### config.mk
export PLATFORM = sky130hd
export DESIGN_NAME = irq_route_regs
export DESIGN_NICKNAME = d
export VERILOG_FILES = /design/src/rtl/irq_rr_pkg.sv /design/src/rtl/irq_rr_decode.sv /design/src/rtl/irq_rr_entry.sv /design/src/rtl/irq_rr_rdmux.sv /design/src/rtl/irq_route_regs.sv
export SDC_FILE = /design/constraint.sdc
export NUM_CORES = 2
export LEC_CHECK = 0
export ABC_AREA = 1
export BUFFER_PORTS_ARGS = -buffer_cell sky130_fd_sc_hd__clkbuf_2
export CAP_MARGIN = 20
export CORE_ASPECT_RATIO = 0.6
export CORE_MARGIN = 4
export CORE_UTILIZATION = 30
export CTS_CLUSTER_DIAMETER = 200
export DETAILED_ROUTE_END_ITERATION = 10
export PLACE_DENSITY = 0.48
export SETUP_SLACK_MARGIN = 0.15
export SLEW_MARGIN = 5
export SYNTH_ARGS = -nofsm -noshare
export SYNTH_HDL_FRONTEND = slang
export SYNTH_HIERARCHICAL = 1
export SYNTH_SLANG_ARGS = --single-unit
### constraint.sdc
create_clock -name clk -period 3.1 [get_ports clk]
set_input_delay 0.62 -clock clk [delete_from_list [all_inputs] [get_ports clk]]
set_output_delay 0.62 -clock clk [all_outputs]
set_load 0.01 [all_outputs]
### src/rtl/irq_rr_pkg.sv
package irq_rr_pkg;
  localparam logic [7:0] OFS_SEL = 8'h00;
  localparam logic [7:0] OFS_WIN = 8'h10;
  localparam logic [7:0] IDX_ID  = 8'h00;
  localparam logic [7:0] IDX_VER = 8'h01;
  localparam logic [7:0] IDX_ARB = 8'h02;
  localparam logic [7:0] IDX_TBL = 8'h10;

  localparam int B_DSTAT = 12;
  localparam int B_RIRR  = 14;
  localparam int B_LEVEL = 15;
  localparam int B_MASK  = 16;

  typedef enum logic [2:0] {K_ID, K_VER, K_ARB, K_ENT, K_VOID} reg_kind_e;
endpackage

### src/rtl/irq_rr_decode.sv
module irq_rr_decode
  import irq_rr_pkg::*;
#(
  parameter int NUM_PINS = 24,
  parameter int PIN_W    = 5
) (
  input  logic [7:0]       sel,
  output reg_kind_e        kind,
  output logic [PIN_W-1:0] pin,
  output logic             hi
);
  logic [7:0] rel;
  logic [6:0] eidx;

  assign rel  = sel - IDX_TBL;
  assign eidx = rel[7:1];
  assign hi   = rel[0];

  always_comb begin
    kind = K_VOID;
    pin  = '0;
    if (sel == IDX_ID)       kind = K_ID;
    else if (sel == IDX_VER) kind = K_VER;
    else if (sel == IDX_ARB) kind = K_ARB;
    else if (sel >= IDX_TBL && 32'(eidx) < NUM_PINS) begin
      kind = K_ENT;
      pin  = PIN_W'(eidx);
    end
  end
endmodule

### src/rtl/irq_rr_entry.sv
module irq_rr_entry
  import irq_rr_pkg::*;
(
  input  logic        clk,
  input  logic        rst_n,
  input  logic        wr_lo,
  input  logic        wr_hi,
  input  logic [31:0] wdata,
  input  logic        rirr_set,
  input  logic        rirr_clr,
  input  logic        busy,
  output logic [63:0] q,
  output logic        mask_flip
);
  logic [63:0] nxt;
  logic        rirr_n;

  always_comb begin
    nxt = q;
    if (wr_lo) nxt[31:0]  = wdata;
    if (wr_hi) nxt[63:32] = wdata;
    nxt[B_DSTAT] = busy;
    rirr_n = q[B_RIRR];
    if (rirr_set) rirr_n = 1'b1;
    if (rirr_clr) rirr_n = 1'b0;
    if ((wr_lo || wr_hi) && !nxt[B_LEVEL]) rirr_n = 1'b0;
    nxt[B_RIRR] = rirr_n;
  end

  assign mask_flip = wr_lo && (wdata[B_MASK] != q[B_MASK]);

  always_ff @(posedge clk) begin
    if (!rst_n) q <= 64'(1) << B_MASK;
    else        q <= nxt;
  end
endmodule

### src/rtl/irq_rr_rdmux.sv
module irq_rr_rdmux
  import irq_rr_pkg::*;
#(
  parameter int          NUM_PINS = 24,
  parameter int          PIN_W    = 5,
  parameter logic [7:0]  VERSION  = 8'h11
) (
  input  reg_kind_e                   kind,
  input  logic                        hi,
  input  logic [PIN_W-1:0]            pin,
  input  logic [3:0]                  id,
  input  logic [NUM_PINS-1:0][63:0]   tbl,
  output logic [31:0]                 rdata
);
  localparam logic [7:0] LAST_PIN = 8'(NUM_PINS - 1);
  logic [63:0] ent;

  assign ent = tbl[pin];

  always_comb begin
    case (kind)
      K_ID, K_ARB: rdata = {4'h0, id, 24'h0};
      K_VER:       rdata = {8'h00, LAST_PIN, 8'h00, VERSION};
      K_ENT:       rdata = hi ? ent[63:32] : ent[31:0];
      default:     rdata = '1;
    endcase
  end
endmodule

### src/rtl/irq_route_regs.sv
module irq_route_regs
  import irq_rr_pkg::*;
#(
  parameter int         NUM_PINS = 24,
  parameter int         ADDR_W   = 12,
  parameter logic [7:0] VERSION  = 8'h11,
  parameter int         PIN_W    = (NUM_PINS > 1) ? $clog2(NUM_PINS) : 1
) (
  input  logic                    clk,
  input  logic                    rst_n,
  input  logic                    req_valid,
  output logic                    req_ready,
  input  logic                    req_write,
  input  logic [ADDR_W-1:0]       req_addr,
  input  logic [31:0]             req_wdata,
  output logic                    rsp_valid,
  input  logic                    rsp_ready,
  output logic [31:0]             rsp_rdata,
  input  logic [NUM_PINS-1:0]     rirr_set,
  input  logic [NUM_PINS-1:0]     rirr_clr,
  input  logic [NUM_PINS-1:0]     dlv_busy,
  output logic [NUM_PINS*8-1:0]   ent_vector,
  output logic [NUM_PINS*3-1:0]   ent_dlv_mode,
  output logic [NUM_PINS-1:0]     ent_dst_logical,
  output logic [NUM_PINS*8-1:0]   ent_dst_id,
  output logic [NUM_PINS-1:0]     ent_level,
  output logic [NUM_PINS-1:0]     ent_mask,
  output logic [NUM_PINS-1:0]     ent_rirr,
  output logic [NUM_PINS-1:0]     ent_dlv_stat,
  output logic                    mask_chg_valid,
  output logic [PIN_W-1:0]        mask_chg_pin
);
  logic [7:0]                sel_r;
  logic [3:0]                id_r;
  logic                      rsp_v_r;
  logic [31:0]               rsp_d_r;
  logic                      mchg_v_r;
  logic [PIN_W-1:0]          mchg_pin_r;

  logic [7:0]                ofs;
  logic                      acc, wr, rd, win_wr;
  reg_kind_e                 kind;
  logic [PIN_W-1:0]          pin;
  logic                      hi;
  logic [31:0]               win_rd, rd_val;
  logic [NUM_PINS-1:0][63:0] tbl;
  logic [NUM_PINS-1:0]       flip;

  assign ofs       = req_addr[7:0];
  assign req_ready = !rsp_v_r || rsp_ready;
  assign acc       = req_valid && req_ready;
  assign wr        = acc && req_write;
  assign rd        = acc && !req_write;
  assign win_wr    = wr && (ofs == OFS_WIN);

  irq_rr_decode #(.NUM_PINS(NUM_PINS), .PIN_W(PIN_W)) u_dec (
    .sel(sel_r), .kind(kind), .pin(pin), .hi(hi)
  );

  for (genvar i = 0; i < NUM_PINS; i++) begin : g_ent
    logic sel_me;
    assign sel_me = win_wr && (kind == K_ENT) && (32'(pin) == i);
    irq_rr_entry u_ent (
      .clk(clk), .rst_n(rst_n),
      .wr_lo(sel_me && !hi), .wr_hi(sel_me && hi), .wdata(req_wdata),
      .rirr_set(rirr_set[i]), .rirr_clr(rirr_clr[i]), .busy(dlv_busy[i]),
      .q(tbl[i]), .mask_flip(flip[i])
    );
    assign ent_vector[i*8 +: 8]   = tbl[i][7:0];
    assign ent_dlv_mode[i*3 +: 3] = tbl[i][10:8];
    assign ent_dst_logical[i]     = tbl[i][11];
    assign ent_dst_id[i*8 +: 8]   = tbl[i][63:56];
    assign ent_level[i]           = tbl[i][B_LEVEL];
    assign ent_mask[i]            = tbl[i][B_MASK];
    assign ent_rirr[i]            = tbl[i][B_RIRR];
    assign ent_dlv_stat[i]        = tbl[i][B_DSTAT];
  end

  irq_rr_rdmux #(.NUM_PINS(NUM_PINS), .PIN_W(PIN_W), .VERSION(VERSION)) u_rd (
    .kind(kind), .hi(hi), .pin(pin), .id(id_r), .tbl(tbl), .rdata(win_rd)
  );

  always_comb begin
    if (ofs == OFS_SEL)      rd_val = {24'h0, sel_r};
    else if (ofs == OFS_WIN) rd_val = win_rd;
    else                     rd_val = '0;
  end

  always_ff @(posedge clk) begin
    if (!rst_n) begin
      sel_r      <= '0;
      id_r       <= '0;
      rsp_v_r    <= 1'b0;
      rsp_d_r    <= '0;
      mchg_v_r   <= 1'b0;
      mchg_pin_r <= '0;
    end else begin
      if (wr && ofs == OFS_SEL) sel_r <= req_wdata[7:0];
      if (win_wr && kind == K_ID) id_r <= req_wdata[27:24];
      if (rd) begin
        rsp_v_r <= 1'b1;
        rsp_d_r <= rd_val;
      end else if (rsp_ready) begin
        rsp_v_r <= 1'b0;
      end
      mchg_v_r   <= |flip;
      mchg_pin_r <= pin;
    end
  end

  assign rsp_valid      = rsp_v_r;
  assign rsp_rdata      = rsp_d_r;
  assign mask_chg_valid = mchg_v_r;
  assign mask_chg_pin   = mchg_pin_r;
endmodule

# Yosys cells after proc, flatten, opt, wreduce, memory -nomap -nowiden
# Cells that the tools add are included.
# totals
romBits,0
latchBits,0
regBits,1587
elab_cells,411
n_memories,0
ramBits,0
output_inout_bits,616
# classes
multipliers,0
n_reduce_logical,211
mux,40
magnitude_cmp,3
div_mod_pow,0
n_eq_ne,53
addsub,1
bitwise_logic,1
n_shift,0
# ops
cell,n
$mux W16,24
$bmux W64 S5,1
$logic_and A1 B1 Y1,128
$mux W32,3
$pmux W32 S3,1
$reduce_or A3 Y1,24
$mux W64,1
$eq A5 B4 Y1 const B,8
$eq A5 B5 Y1 const B,8
$logic_not A1 Y1,27
$logic_or A1 B1 Y1,25
$ne A1 B1 Y1,24
$reduce_or A24 Y1,1
$eq A5 B3 Y1 const B,4
$mux W5,4
$logic_not A8 Y1,2
$mux W3,4
$eq A5 B2 Y1 const B,2
$eq A8 B1 Y1 const B,1
$eq A8 B2 Y1 const B,1
$eq A8 B5 Y1 const B,1
$ge A8 B5 Y1 const B,1
$sub A8 B5 Y8 const B,1
$lt A7 B5 Y1 const B,1
10 further kinds,12

# Depth between registers and ports, before layout
# logic_depth
ltp_word,15
depth_mapped,26

# Cells and area by module
# The synthesis kept the hierarchy.
# by_module_without_submodules
mod,area_each_um2,cells_per_inst,n_inst
irq_rr_entry,2208.4,281,24
irq_rr_rdmux,15647.5,3494,1
irq_route_regs,2723.9,419,1
irq_rr_decode,190.2,36,1

# Worst setup path after synthesis
# No wires, ideal clock.
# synth_path
path_type,register -> register
startpoint,register sel_r[4]
endpoint,register mchg_v_r (netlist: mask_chg_valid)
required_ns,3.043
setup_time_ns,0.057
path_slack_ns,0.377
stages_incl_launch_ff,21
synth_period_minus_slack_ns,2.723
arrival_ns,2.666
path_cell_list,dfxtp_1 > inv_1 > ha_1 > nand2_1 > nand2_1 > nor2_2 > nand2_4 > nor2_1 > inv_1 > nor3_1 > nand4_1 > nor2_1 > inv_1 > buf_2 > nor2_1 > nor2_1 > nand2_1 > nor2_1 > nand2_1 > o21ai_0 > inv_1
# synth_lines
item,line_no,text
"start, declared",irq_route_regs.sv:33,logic [7:0] sel_r;
"start signal, assigned",irq_route_regs.sv:98,if (wr && ofs == OFS_SEL) sel_r <= req_wdata[7:0];
$sub A8 B5 Y8,irq_rr_decode.sv:15,assign rel = sel - IDX_TBL;
$lt A7 B5 Y1,irq_rr_decode.sv:25,else if (sel >= IDX_TBL && 32'(eidx) < NUM_PINS) begin
$logic_and A1 B1 Y1,irq_rr_decode.sv:25,
$mux W5,irq_rr_decode.sv:25,
$mux W5,irq_rr_decode.sv:24,else if (sel == IDX_ARB) kind = K_ARB;
$mux W5,irq_rr_decode.sv:23,else if (sel == IDX_VER) kind = K_VER;
$mux W5 *,irq_rr_decode.sv:22,if (sel == IDX_ID) kind = K_ID;
named net pin[3],irq_route_regs.sv:43,logic [PIN_W-1:0] pin;
$eq A5 B4 Y1 *,irq_route_regs.sv:62,assign sel_me = win_wr && (kind == K_ENT) && (32'(pin) == i);
$logic_and A1 B1 Y1 *,irq_route_regs.sv:62,
$logic_and A1 B1 Y1 *,irq_route_regs.sv:65,".wr_lo(sel_me && !hi), .wr_hi(sel_me && hi), .wdata(req_wdata),"
$logic_and A1 B1 Y1 *,irq_rr_entry.sv:30,assign mask_flip = wr_lo && (wdata[B_MASK] != q[B_MASK]);
named net flip[11],irq_route_regs.sv:47,logic [NUM_PINS-1:0] flip;
$reduce_or A24 Y1 *,irq_route_regs.sv:106,mchg_v_r <= |flip;
"end signal, assigned",irq_route_regs.sv:106,
"end, declared",irq_route_regs.sv:37,logic mchg_v_r;
# The timed path passes the listed nets; every way through them passes the cells marked *.
# A chain may end at the register's enable or synchronous reset.

# Worst setup path in the final report
# layout_path
startpoint,register sel_r[5]
endpoint,register rsp_d_r[1] (netlist: rsp_rdata[1])
# layout_via
elab_chain_len,13
# layout_rtl
item,line_no,text
$sub A8 B5 Y8,irq_rr_decode.sv:15,
$lt A7 B5 Y1,irq_rr_decode.sv:25,
$logic_and A1 B1 Y1,irq_rr_decode.sv:25,
$mux W5,irq_rr_decode.sv:25,
$mux W5,irq_rr_decode.sv:24,
$mux W5,irq_rr_decode.sv:23,
$mux W5 *,irq_rr_decode.sv:22,
named net pin[0],irq_route_regs.sv:43,
$bmux W64 S5 *,irq_rr_rdmux.sv:18,assign ent = tbl[pin];
$mux W64 (not written as such) *,irq_rr_rdmux.sv:18,
$mux W32 *,irq_rr_rdmux.sv:24,K_ENT: rdata = hi ? ent[63:32] : ent[31:0];
$pmux W32 S3 *,irq_rr_rdmux.sv:21,case (kind)
named net win_rd[1],irq_route_regs.sv:45,"logic [31:0] win_rd, rd_val;"
$mux W32 *,irq_route_regs.sv:85,else if (ofs == OFS_WIN) rd_val = win_rd;
$mux W32 *,irq_route_regs.sv:84,"if (ofs == OFS_SEL) rd_val = {24'h0, sel_r};"
"end signal, assigned",irq_route_regs.sv:102,rsp_d_r <= rd_val;
"end, declared",irq_route_regs.sv:36,logic [31:0] rsp_d_r;
# The timed path passes the listed nets; every way through them passes the cells marked *. The select of a mux whose other input is x is not followed.

==> reports/summary.txt <==
Synth top area share: 0.444
Die Y: 386 um
Worst-case clock buffer depth: 4
Relative slew slack: 0.182
Initial core utilization: 0.303
Status: finished with violations
Die area: 0.247 mm2
Port bufs: 732
Post-DP Area: 0.0843 mm2
Clock root cell: clkbuf_16
Post-Syn Area: 0.0716 mm2
Initial DRT Pass Iterations: 6
Num ports: 737
Post-route ant nets: 0
Seq cells post-synth: 1587
Largest area contributor in the netlist: dfxtp_1
DRT Wirelength: 419 mm
Count leader, synth: nor2_1
Critical path class: flop to flop
Worst-Margin Slew: 1230 ps
Largest cells by area after synthesis: dfxtp_1 (44%), nor2_1 (18%), o21ai_0 (10%)
Via/cell ratio: 5.44
Min setup slack post-route: -280 ps
FMAX: 0.296 GHz
TritonCTS clock tree: built
Number of global-route vias before repair: 73700
# setup viols final: 338
CP required: 3890 ps
CP dominant cell by count: nand2_1
First-pass GRT wire length: 567 mm
Leakage: 44.4 nW
Cells after Synth: 10700
Hold Violations, Final: 0
Vias: 82700
Residual DRC: 0
VDD IR-drop max: 0.385 mV
CTS Buf Count: 175
Total power: 0.0438 W
Clock-pin slew on the worst setup and hold paths: 70 ps
WL/cell: 27.5 um
WP data arrival: 4170 ps
Core area: 0.237 mm2
Startpoint Class: flop
Routability cong.: 1.01
RSZ-0062 raised after global routing: true
GRT Util Overall: 0.318
Area Growth Syn to Fin: 37.7%
Max Cap Violations: 0
PD cells: 444 mW/mm2
Post-Layout Cell Count: 15200
Worst Hold Class: input pin to flop
Cell area after layout: 0.0986 mm2
Layout cells sized above 1: 0.231
Post-DP HPWL: 278 mm
Worst Skew: 65.4 ps
Final period util: 1.09
Dominant synthesized flop cell: dfxtp_1
Die Wd: 639 um
Slowest stage delay, CP: 520 ps
CTS H-tree depth: 4
# clock sinks: 1587
Placed instance count: 14600
Synth warn: 6
Number of synthesized flops with an enable pin: 0
Overflow after GRT: 0
Slew Limit Fails: 0
Final nets: 12100
Commonest cells post-synth: nor2_1 (3424), nand2_1 (1639), dfxtp_1 (1587), o21ai_0 (1429), nand3_1 (996)
Syn nets: 10800
Crit end category: flop
Min Tclk post-route: 3380 ps
Core Rows: 138
Skew-Pair Late Insertion Delay: 860 ps
Mean Syn Cell Area: 6.69 um2
DRT iter0 DRCs: 11800
Worst path slowest cell: o211ai_1
Largest net degree at the start of global routing: 121
Crit-path max FO: 15
Hold_ws: 50.0 ps
Synth unique cells: 30
Worst slack, placed: -451 ps
Failing checks: setup timing
Async S/R FF share, synth: 0
Sequential share of the synthesized area: 0.444
Initial antenna violation count: 24
Filler cells: 24300
==> registers in the layout, summed over array words and instances (netlist names) <==
name	count
sel_r	8
g_ent.u_ent/q	1536
rsp_rdata	32
mask_chg_pin	5
rsp_valid	1
id_r	4
mask_chg_valid	1
==> cell type report <==
cell class / count / area (um2) / area share
clock inverters: 40 / 561 / 0.00569
flip-flops and latches: 1587 / 31800 / 0.322
clock buffers: 255 / 5040 / 0.0512
well taps: 3150 / 3940 / 0.0400
diodes: 5 / 12.5 / 0.000127
multi-input cells: 8100 / 38200 / 0.388
repair buffers: 1888 / 18100 / 0.184
repair inverters: 3 / 61.3 / 0.000622
inverters: 189 / 793 / 0.00805
==> per-layer routing <==
layer | wire length (um) | vias up | track usage | share of wire
li1 | - | 37200 | - | -
met5 | 83 | - | 0 | 0.00020
met1 | 180000 | 40000 | 0.451 | 0.43
met2 | 161000 | 4854 | 0.422 | 0.39
met4 | 17100 | 12 | 0.113 | 0.041
met3 | 60700 | 598 | 0.132 | 0.14
==> power breakdown <==
group          total [W]  switching (W)  leakage (nW)  internal [W]
registers         0.0205      0.0000453          12.8        0.0204
clock network     0.0216        0.00934          2.74        0.0122
logic            0.00175        0.00136          28.9      0.000392
==> through the flow <==
| stage | setup TNS, ps | utilization |
|---|---|---|
| 6_report | -24980 | 0.417 |
| 5_1_grt | -100000 | 0.417 |
| 3_3_place_gp | -68890 | 0.356 |
| 3_5_place_dp | -43870 | 0.356 |
| 4_1_cts | -3740 | 0.403 |
| 2_1_floorplan | 0 | - |
==> worst max-delay path: cells and delay by family, from the launching register on <==
kind,cells,cell delay [ps]
AO/OA/AOI/OAI,1,520
AND/OR/NAND/NOR,14,1170
flip-flops,1,360
buffers and inverters,9,1070
adder cells (fa/ha/maj),1,170
==> cells by family (layout without fill, tap and decap cells) <==
logic type / Yosys count / after routing / synth area share
AND/OR/NAND/NOR: 6132 / 6132 / 0.342
AO/OA/AOI/OAI: 1942 / 1942 / 0.141
flip-flops: 1587 / 1587 / 0.444
buffers and inverters: 1006 / 2375 / 0.0696
XOR/XNOR: 24 / 24 / 0.00294
adder cells (fa/ha/maj): 2 / 2 / 0.000350
other: 0 / 5 / 0
==> final timing paths <==
path                                         endpoint  slack (ps)          start  depth (start not counted)
worst max-delay path                     rsp_rdata[1]        -280       sel_r[5]                         25
worst min-delay path            g_ent[15].u_ent/q[14]          50   rirr_clr[15]                          4
worst max register to register           rsp_rdata[1]        -280       sel_r[5]                         25
worst min register to register          rsp_rdata[12]         470  rsp_rdata[12]                          2
==> timing repair <==
action	CTS	global route
setup buffers	101	73
hold buffers	38	0
pin swaps	199	189
hold endpoints to repair	38	0
gates cloned	41	27
gates resized for setup	698	538
endpoints found under the setup margin	1351	1544
==> layout by cell type, fill, tap and decap left out, drive strengths merged <==
master / n
o211ai: 124
dfxtp: 1587
clkinv: 23
bufbuf: 12
clkinvlp: 10
buf: 1104
nand4: 29
bufinv: 12
o21ai: 1697
diode: 5
nand3: 997
ha: 2
nor2: 3433
a21oi: 89
a211oi: 24
inv: 187
clkbuf: 989
xnor2: 24
o21a: 8
nor3: 29
nand2: 1644
dlygate4sd3: 38
Note: power is estimated with default switching activity, not from simulation.
